`config.mk`:
```
export PLATFORM = sky130hd
export DESIGN_NAME = fracn_divider
export DESIGN_NICKNAME = d
export VERILOG_FILES = /design/src/rtl/fracn_pkg.sv /design/src/rtl/fracn_accum.sv /design/src/rtl/fracn_gate.sv /design/src/rtl/fracn_modn_counter.sv /design/src/rtl/fracn_divider.sv
export SDC_FILE = /design/constraint.sdc
export NUM_CORES = 1
export LEC_CHECK = 0
export BUFFER_PORTS_ARGS = -buffer_cell sky130_fd_sc_hd__buf_2
export CAP_MARGIN = 20
export CORE_MARGIN = 4
export CORE_UTILIZATION = 61
export DETAILED_ROUTE_END_ITERATION = 12
export HOLD_SLACK_MARGIN = 0.15
export PLACE_DENSITY = 0.8
export SYNTH_ARGS = -nofsm -noshare
export SYNTH_HDL_FRONTEND = slang
export SYNTH_SLANG_ARGS = --single-unit
export TNS_END_PERCENT = 10
```
`constraint.sdc`:
```
create_clock -name clk -period 5 [get_ports clk]
set_clock_uncertainty 0.05 [all_clocks]
set_input_delay 1.25 -clock clk [delete_from_list [all_inputs] [get_ports clk]]
set_output_delay 1.25 -clock clk [all_outputs]
set_load 0.05 [all_outputs]
```
`src/rtl/fracn_pkg.sv`:
```
package fracn_pkg;

    // Register state of the pulse-removal gate
    typedef struct packed {
        logic pending;   // next input pulse must be removed
        logic steal;     // a pulse was removed last cycle
    } gate_state_t;

    localparam logic GATE_IDLE = 1'b0;

endpackage

```
`src/rtl/fracn_accum.sv`:
```
module fracn_accum #(
    parameter int FW = 16
) (
    input  logic          clk,
    input  logic          rst,
    input  logic          step,
    input  logic [FW-1:0] frac,
    output logic          carry
);
    localparam int SW = FW + 1;

    typedef struct packed {
        logic [FW-1:0] acc;
    } acc_state_t;

    acc_state_t    st_d, st_q;
    logic [SW-1:0] sum;

    always_comb begin
        st_d  = st_q;
        sum   = {1'b0, st_q.acc} + {1'b0, frac};
        carry = sum[FW];
        if (step) begin
            st_d.acc = sum[FW-1:0];
        end
    end

    always_ff @(posedge clk) begin
        if (rst) begin
            st_q.acc <= '0;
        end else begin
            st_q <= st_d;
        end
    end

endmodule

```
`src/rtl/fracn_gate.sv`:
```
module fracn_gate
    import fracn_pkg::*;
(
    input  logic clk,
    input  logic rst,
    input  logic pulse_in,
    input  logic term,
    input  logic carry,
    output logic cnt_en,
    output logic steal
);
    gate_state_t st_d, st_q;

    always_comb begin
        st_d       = st_q;
        cnt_en     = pulse_in && !st_q.pending;
        st_d.steal = pulse_in && st_q.pending;
        if (term) begin
            st_d.pending = carry;
        end else if (pulse_in) begin
            st_d.pending = GATE_IDLE;
        end
    end

    always_ff @(posedge clk) begin
        if (rst) begin
            st_q.pending <= GATE_IDLE;
            st_q.steal   <= 1'b0;
        end else begin
            st_q <= st_d;
        end
    end

    assign steal = st_q.steal;

    // a removal flag always follows an input pulse
    a_r9_steal_after_pulse: assert property (@(posedge clk) disable iff (rst)
        st_q.steal |-> $past(pulse_in));

    // a carry at the period end arms removal for the next period
    a_r3_carry_arms: assert property (@(posedge clk) disable iff (rst)
        (term && carry) |=> st_q.pending);

    // an armed removal is consumed by the very next input pulse
    a_r7_pending_consumed: assert property (@(posedge clk) disable iff (rst)
        (st_q.pending && pulse_in) |=> !st_q.pending);

endmodule

```
`src/rtl/fracn_modn_counter.sv`:
```
module fracn_modn_counter #(
    parameter int NW = 8
) (
    input  logic          clk,
    input  logic          rst,
    input  logic          en,
    input  logic [NW-1:0] n_int,
    output logic          term,
    output logic          tick
);
    typedef struct packed {
        logic [NW-1:0] cnt;
        logic          tick;
    } cnt_state_t;

    cnt_state_t st_d, st_q;
    logic       at_zero;

    always_comb begin
        st_d      = st_q;
        at_zero   = (st_q.cnt == '0);
        term      = en && at_zero;
        st_d.tick = term;
        if (en) begin
            st_d.cnt = at_zero ? (n_int - NW'(1)) : (st_q.cnt - NW'(1));
        end
    end

    always_ff @(posedge clk) begin
        if (rst) begin
            st_q.cnt  <= n_int - NW'(1);
            st_q.tick <= 1'b0;
        end else begin
            st_q <= st_d;
        end
    end

    assign tick = st_q.tick;

    // strobe never lasts two cycles (N >= 2)
    a_r8_strobe_single: assert property (@(posedge clk) disable iff (rst)
        st_q.tick |=> !st_q.tick);

    // count state stays inside the divide-by-N range
    a_r2_count_bound: assert property (@(posedge clk) disable iff (rst)
        st_q.cnt < n_int);

endmodule

```
`src/rtl/fracn_divider.sv`:
```
module fracn_divider #(
    parameter int NW = 8,
    parameter int FW = 16
) (
    input  logic          clk,
    input  logic          rst,
    input  logic          pulse_in,
    input  logic [NW-1:0] n_int,
    input  logic [FW-1:0] frac_word,
    output logic          div_out,
    output logic          steal_flag
);
    logic cnt_en;
    logic term;
    logic carry;

    fracn_gate u_gate (
        .clk      (clk),
        .rst      (rst),
        .pulse_in (pulse_in),
        .term     (term),
        .carry    (carry),
        .cnt_en   (cnt_en),
        .steal    (steal_flag)
    );

    fracn_modn_counter #(.NW(NW)) u_cnt (
        .clk   (clk),
        .rst   (rst),
        .en    (cnt_en),
        .n_int (n_int),
        .term  (term),
        .tick  (div_out)
    );

    fracn_accum #(.FW(FW)) u_acc (
        .clk   (clk),
        .rst   (rst),
        .step  (term),
        .frac  (frac_word),
        .carry (carry)
    );

    // a removal and a period end never share a cycle
    a_r9_no_steal_at_strobe: assert property (@(posedge clk) disable iff (rst)
        !(steal_flag && div_out));

endmodule

```
==> run summary, run 1 <==
status -> finished, final reports clean
Area growth, synth to finish -> 9.13%
TritonCTS buffer count -> 3
vias -> 1,667
peak supply drop -> 0.127 mV
Sum Neg Setup Slack -> 0 ns
Vias/cell -> 5.56
Cells after Synth -> 232
die area -> 0.00419 sq mm
Final Core Density -> 70.1%
TritonCTS clock tree -> done
cell with the most instances after synthesis -> nand2_1
Synth Register Bits -> 27
row cnt -> 20
number of flops mapped to enable cells by yosys -> 8
clk sink count -> 27
initial antenna violation count -> 0
Iteration-0 DRC Markers -> 71
Most used DFF post-synth -> dfxtp_1
Slew Limit Headroom -> 43.2%
area share of the largest cell type after synthesis -> 19.4%
starting density of the core -> 64.2%
R2R Path End -> u_acc.st_q[15]$_SDFFE_PP0P_
post-route DRC violation count -> 0
Die Width -> 64.7 um
Syn. warnings -> 0
global-route wire length before repair -> 6290 um
Max Clock Freq -> 323 MHz
Worst Path Required -> 5.19 ns
met3 GRT Util -> 2.95%
clk_lat worst skew -> 0.33 ns
DRT Pass-1 Iters -> 4
Slew @ Worst Pin -> 0.849 ns
IO buf count -> 28
Setup WS pre-CTS -> 1.57 ns
Startpoint Class -> input port
detail-routed net length per standard cell -> 12.6 um
Endpoint, Worst Hold -> u_acc.st_q[5]$_SDFFE_PP0P_
vias in the first global route -> 1,532
worst-case clock buffer depth -> 2
main area contributors after synthesis -> dfxtp_1 19%, edfxtp_1 12%, ha_1 12%, nand2_1 7.3%, a21oi_1 6.4%
nature of the critical path endpoint -> register
power per cell area -> 197 mW/mm^2
Worst Hold Depth -> 2
cell count of the worst reg-to-reg path -> 7
Post-CTS Setup Inserts -> 0
sequential area share after synthesis -> 31.7%
reported max-cap violation count -> 0
Setup CP Type -> in2reg
grt total ovfl -> 0
core area -> 0.00305 sq mm
Hold WS -> 0.416 ns
Post-DRT Antenna Nets -> 0
area leader, netlist -> dfxtp_1
PnR worst setup slack -> 1.90 ns
Min Clock Period, post-route -> 3.10 ns
M1 GR Usage -> 23.0%
pin count of the biggest net entering global routing -> 29
final count of hold timing violations -> 0
H-Tree Depth -> 1
endpoints failing setup -> 0
Hold Crit Start -> u_acc.st_q[5]$_SDFFE_PP0P_
Synth Cell Area -> 0.00196 sq mm
share of cells above drive strength 1 -> 13.3%
ant diodes -> 0
clock root buffer -> clkbuf_4
die height -> 64.7 um
Routed WL -> 3780 um
Layout Cells excl Fill -> 300
fin crit share -> 62.0%
ys async rst share -> 0%
Max Slew Vio Count -> 0
num ports -> 29
crit path max fanout -> 7
Mean Syn Cell Area -> 8.45 sq um
hold_buf cts -> 0
Netlist cell types -> 44
R2R Path Start -> u_cnt.st_q[3]$_DFFE_PP_
Static Leak -> 0.000939 uW
busiest grt layer -> met2
GRT Total Usage -> 19.0%
Worst-path clk slew -> 0.14 ns
hpwl dp -> 2870 um
nets -> 304
global routing usage on met2 -> 33.2%
top cells by count, synth -> 38 x nand2_1, 25 x a21oi_1, 19 x dfxtp_1, 19 x ha_1
placed cells -> 296
Critical Path AT -> 3.29 ns
Filler cells -> 274
unrepaired setup endpoints after global routing -> false
worst hold path class -> reg2reg
Post-CTS Resized -> 0
R2R Setup Slk -> 2.19 ns
GPL Wtd Cong -> 0.820
Post-Syn Nets -> 279
how the worst max path moves through the flow:
| stage | start | end | slack, ns | depth (start not counted) |
|---|---|---|---|---|
| after floorplan | frac_word[0] | u_acc.st_q[14]$_SDFFE_PP0P_ | 1.86 | 9 |
| after global placement | frac_word[4] | u_acc.st_q[15]$_SDFFE_PP0P_ | 1.63 | 9 |
| after global routing | frac_word[4] | u_acc.st_q[15]$_SDFFE_PP0P_ | 1.70 | 9 |
| after CTS | frac_word[4] | u_acc.st_q[15]$_SDFFE_PP0P_ | 1.93 | 9 |
| after detailed placement | frac_word[4] | u_acc.st_q[15]$_SDFFE_PP0P_ | 1.57 | 9 |
| final | frac_word[4] | u_acc.st_q[15]$_SDFFE_PP0P_ | 1.90 | 9 |
sequential cells by signal (all words and copies together), names as in the netlist:
signal and flops:
u_gate.st_q 1, u_cnt.tick 1, u_gate.steal 1, u_cnt.st_q 8
u_acc.st_q 16
through the flow:
stage / power, uW / area [sq um]
2_1_floorplan: 306 / 1960
6_report: 421 / 2140
3_3_place_gp: 328 / 2110
4_1_cts: 426 / 2140
5_1_grt: 449 / 2140
3_5_place_dp: 330 / 2110
layer usage:
layer,routed length [um],part of all wire (%)
met1,1800,48
met5,0,0
met2,1780,47
met4,59,1.6
met3,130,3.4
report_power, final:
group          internal (uW)  leakage (uW)  switching, uW  total [uW]
Clock                   31.3     0.0000150           64.1        95.5
Combinational           36.0      0.000689           41.1        77.0
Sequential               238      0.000234           10.5         249
Total                    306      0.000939            116         421
critical path: stages:
cell and delay (ns):
buf_2 0.10, ha_1 0.38, a21oi_1 0.21, nand2_1 0.07, a31oi_1 0.23, o21ai_0 0.26
a221oi_1 0.47, o211ai_1 0.15, nor2b_1 0.17
cell usage in the layout, fill, tap and decap left out, types with 2 or more instances in the layout:
cell type | netlist | layout
a211o_1 | 2 | 2
a21o_1 | 6 | 6
a21oi_1 | 25 | 25
a221oi_1 | 2 | 2
a311oi_1 | 2 | 2
a31oi_1 | 4 | 4
and2_1 | 2 | 2
and3_1 | 2 | 2
buf_2 | 1 | 28
clkbuf_4 | 0 | 3
dfxtp_1 | 19 | 19
edfxtp_1 | 8 | 8
ha_1 | 19 | 19
inv_1 | 9 | 9
mux2i_1 | 3 | 3
nand2_1 | 38 | 38
nand3_1 | 8 | 8
nand3b_1 | 3 | 3
nand4b_1 | 2 | 2
nor2_1 | 14 | 14
nor2b_1 | 2 | 2
nor3_1 | 5 | 5
nor4_1 | 2 | 2
nor4b_1 | 2 | 2
o211ai_1 | 3 | 3
o21ai_0 | 7 | 7
o31ai_1 | 2 | 2
xnor2_1 | 14 | 14
xor2_1 | 6 | 6
final cells by class:
type                    count  area, sq um  area share, %
repair buffers             28          140           6.55
multi-input cells         188         1260           59.1
clock buffers               4         26.3           1.23
inverters                   9         33.8           1.58
flip-flops and latches     27          621           29.0
well taps                  44         55.1           2.57
cell families (layout without fill, tap and decap cells):
kind of cell	after synthesis	after routing	share of synthesized area [%]
muxes	3	3	1.53
adders and majority gates	20	20	13.1
xor gates and xnor gates	20	20	8.93
DFF	27	27	31.7
AOI/OAI and AO/OA	57	57	17.9
buffers and inverters	17	41	3.89
and+or+nand+nor	88	88	22.9
(Power assumes the default switching activity.)
==> inputs of run 2 (changes only) <==
--- a/config.mk
+++ b/config.mk
@@ -5,13 +5,14 @@
 export SDC_FILE = /design/constraint.sdc
 export NUM_CORES = 1
 export LEC_CHECK = 0
+export ABC_AREA = 1
 export BUFFER_PORTS_ARGS = -buffer_cell sky130_fd_sc_hd__buf_2
 export CAP_MARGIN = 20
 export CORE_MARGIN = 4
-export CORE_UTILIZATION = 61
+export CORE_UTILIZATION = 53
 export DETAILED_ROUTE_END_ITERATION = 12
 export HOLD_SLACK_MARGIN = 0.15
-export PLACE_DENSITY = 0.8
+export PLACE_DENSITY = 0.73
 export SYNTH_ARGS = -nofsm -noshare
 export SYNTH_HDL_FRONTEND = slang
 export SYNTH_SLANG_ARGS = --single-unit
==> constraint.sdc (replaced) <==
create_clock -name clk -period 2.5 [get_ports clk]
set_clock_uncertainty 0.05 [all_clocks]
set_input_delay 0.625 -clock clk [delete_from_list [all_inputs] [get_ports clk]]
set_output_delay 0.625 -clock clk [all_outputs]
set_load 0.05 [all_outputs]
==> run summary, run 2 <==
status -> finished, final reports clean
Vias/cell -> 4.87
grt total ovfl -> 0
largest family of logic cells by synthesized area -> simple AND/OR/NAND/NOR gates
Max Slew Vio Count -> 0
dpl cell area -> 0.00243 sq mm
hpwl dp -> 3780 um
initial antenna violation count -> 0
Syn. warnings -> 0
core area -> 0.00406 sq mm
top cells by count, synth -> 108 x nand2_1, 66 x inv_1, 47 x nor2_1
Setup CP Type -> reg2reg
Area growth, synth to finish -> 10.0%
commonest non-fill, non-tap cells in the layout -> 108 x nand2_1, 66 x inv_1, 47 x nor2_1, 28 x buf_2, 26 x nand3_1
peak supply drop -> 0.294 mV
ys async rst share -> 0%
Routed WL -> 4650 um
vias -> 2,115
simple-gate area share of the yosys netlist -> 35.6%
ant diodes -> 0
crit path max fanout -> 21
Adder-Cell Fraction of Synth Area -> 11.4%
detail-routed net length per standard cell -> 10.7 um
area leader, netlist -> nand2_1
die height -> 73.2 um
Synth Register Bits -> 27
nets -> 432
max reg flops -> 16
Iteration-0 DRC Markers -> 106
Most used DFF post-synth -> dfxtp_1
post-route cell area -> 0.00248 sq mm
clk sink count -> 27
CP Cell Sequence -> inv_1, ha_1, nand3_1, nor3_2, nand2_2, inv_2, buf_4, nor2_1, nor2_1, nand2_1, inv_1
TritonCTS buffer count -> 3
Post-Synth XOR/XNOR Area -> 5.06%
Layout Cells excl Fill -> 434
cell with the most instances after synthesis -> nand2_1
Startpoint Class -> register
worst hold path class -> reg2reg
main area contributors after synthesis -> nand2_1 18%, dfxtp_1 17%, inv_1 11%, edfxtp_1 11%, ha_1 11%
Post-Syn Nets -> 402
sequential area share after synthesis -> 27.6%
TritonCTS clock tree -> done
Min Clock Period, post-route -> 1.99 ns
max incr delay on CP -> 0.37 ns
Post-DRT Antenna Nets -> 0
final count of hold timing violations -> 0
multiplexer share of the synthesized area -> 0.444%
endpoints failing setup -> 0
share of cells above drive strength 1 -> 11.2%
Largest delay share family, worst path -> buffers and inverters
Filler cells -> 408
Slew @ Worst Pin -> 0.390 ns
Worst-path clk slew -> 0.11 ns
starting density of the core -> 55.5%
worst path buffer plus inverter count -> 4
Netlist cell types -> 31
power per cell area -> 376 mW/mm^2
Static Leak -> 0.00142 uW
Synth Cell Area -> 0.00225 sq mm
placed cells -> 430
Setup WS pre-CTS -> 0.272 ns
commonest non-fill, non-tap cell in the layout -> nand2_1
CP max-delay cell -> edfxtp_1
Die Width -> 73.2 um
Post-CTS Resized -> 0
num ports -> 29
vias in the first global route -> 1,906
Top Registers -> u_acc.st_q: 16 flops, u_cnt.st_q: 8 flops
clock root buffer -> clkbuf_8
global-route wire length before repair -> 8040 um
die area -> 0.00536 sq mm
DRT Pass-1 Iters -> 4
post-route DRC violation count -> 0
Mean Syn Cell Area -> 6.34 sq um
PnR worst setup slack -> 0.515 ns
Post-CTS Setup Inserts -> 0
reported max-cap violation count -> 0
IO buf count -> 28
row cnt -> 23
hold_buf cts -> 0
Cells after Synth -> 355
pin count of the biggest net entering global routing -> 22
Final Core Density -> 61.1%
clk_lat worst skew -> 0.28 ns
GPL Wtd Cong -> 0.882
number of flops mapped to enable cells by yosys -> 8
complex-gate fraction of the synthesized area -> 6.89%
Sum Neg Setup Slack -> 0 ns
Critical Path AT -> 2.17 ns
Slew Limit Headroom -> 74.0%
Worst Path Required -> 2.68 ns
register bank with the most flops -> u_acc.st_q
nature of the critical path endpoint -> register
H-Tree Depth -> 1
Max Clock Freq -> 504 MHz
unrepaired setup endpoints after global routing -> false
area share of the largest cell type after synthesis -> 18.0%
worst-case clock buffer depth -> 2
GRT Total Usage -> 18.8%
fin crit share -> 79.4%
## run 2: area by class of cell
class | instances | area (sq um) | area share, %
Multi-Input combinational cell | 255 | 1340 | 54.0
Sequential cell | 27 | 621 | 25.1
Inverter | 69 | 259 | 10.5
Timing Repair Buffer | 29 | 148 | 5.96
Tap cell | 50 | 62.6 | 2.53
Clock buffer | 3 | 41.3 | 1.67
Clock inverter | 1 | 7.51 | 0.303
## run 2: power breakdown
part	switching [uW]	internal [uW]	total (uW)
Clock	154	114	268
Sequential	10.5	476	486
Combinational	106	72.1	179
## run 2: layer usage
layer	global-route usage [%]	part of all wire, %
met5	0	0
met4	5.94	1.7
met3	3.03	3.4
met2	31.5	47
met1	24.5	48
## run 2: cell families (layout without fill, tap and decap cells)
family / after synthesis / in the layout
AND/OR/NAND/NOR: 195 / 195
flip-flops: 27 / 27
multiplexers: 1 / 1
buffers and inverters: 73 / 102
AO/OA/AOI/OAI: 26 / 26
XOR/XNOR: 13 / 13
adder cells (fa/ha/maj): 20 / 20
## run 2: path summary, 6_finish.rpt
check	start	to	slack (ns)	cells after the start
worst max-delay path	u_cnt.st_q[1]$_DFFE_PP_	u_acc.st_q[11]$_SDFFE_PP0P_	0.51	11
worst min-delay path	u_gate.st_q[1]$_SDFFE_PP0P_	u_gate.steal$_SDFF_PP0_	0.41	2
worst max register to register	u_cnt.st_q[1]$_DFFE_PP_	u_acc.st_q[11]$_SDFFE_PP0P_	0.51	11
worst min register to register	u_gate.st_q[1]$_SDFFE_PP0P_	u_gate.steal$_SDFF_PP0_	0.41	2
## run 2: worst reg2reg max path, delay by kind of cell, from the launching register on
kind,cells,cell delay (ns)
buf+inv,4,0.73
simple gates,6,0.62
flops,1,0.37
fa+ha+maj,1,0.17
## run 2: per-stage QoR
stage / total power, uW / hold slack [ns]
detailed placement: 675 / 0.397
global placement: 671 / 0.390
finish: 933 / 0.412
global route: 981 / 0.443
floorplan: 620 / 0.373
CTS: 940 / 0.412
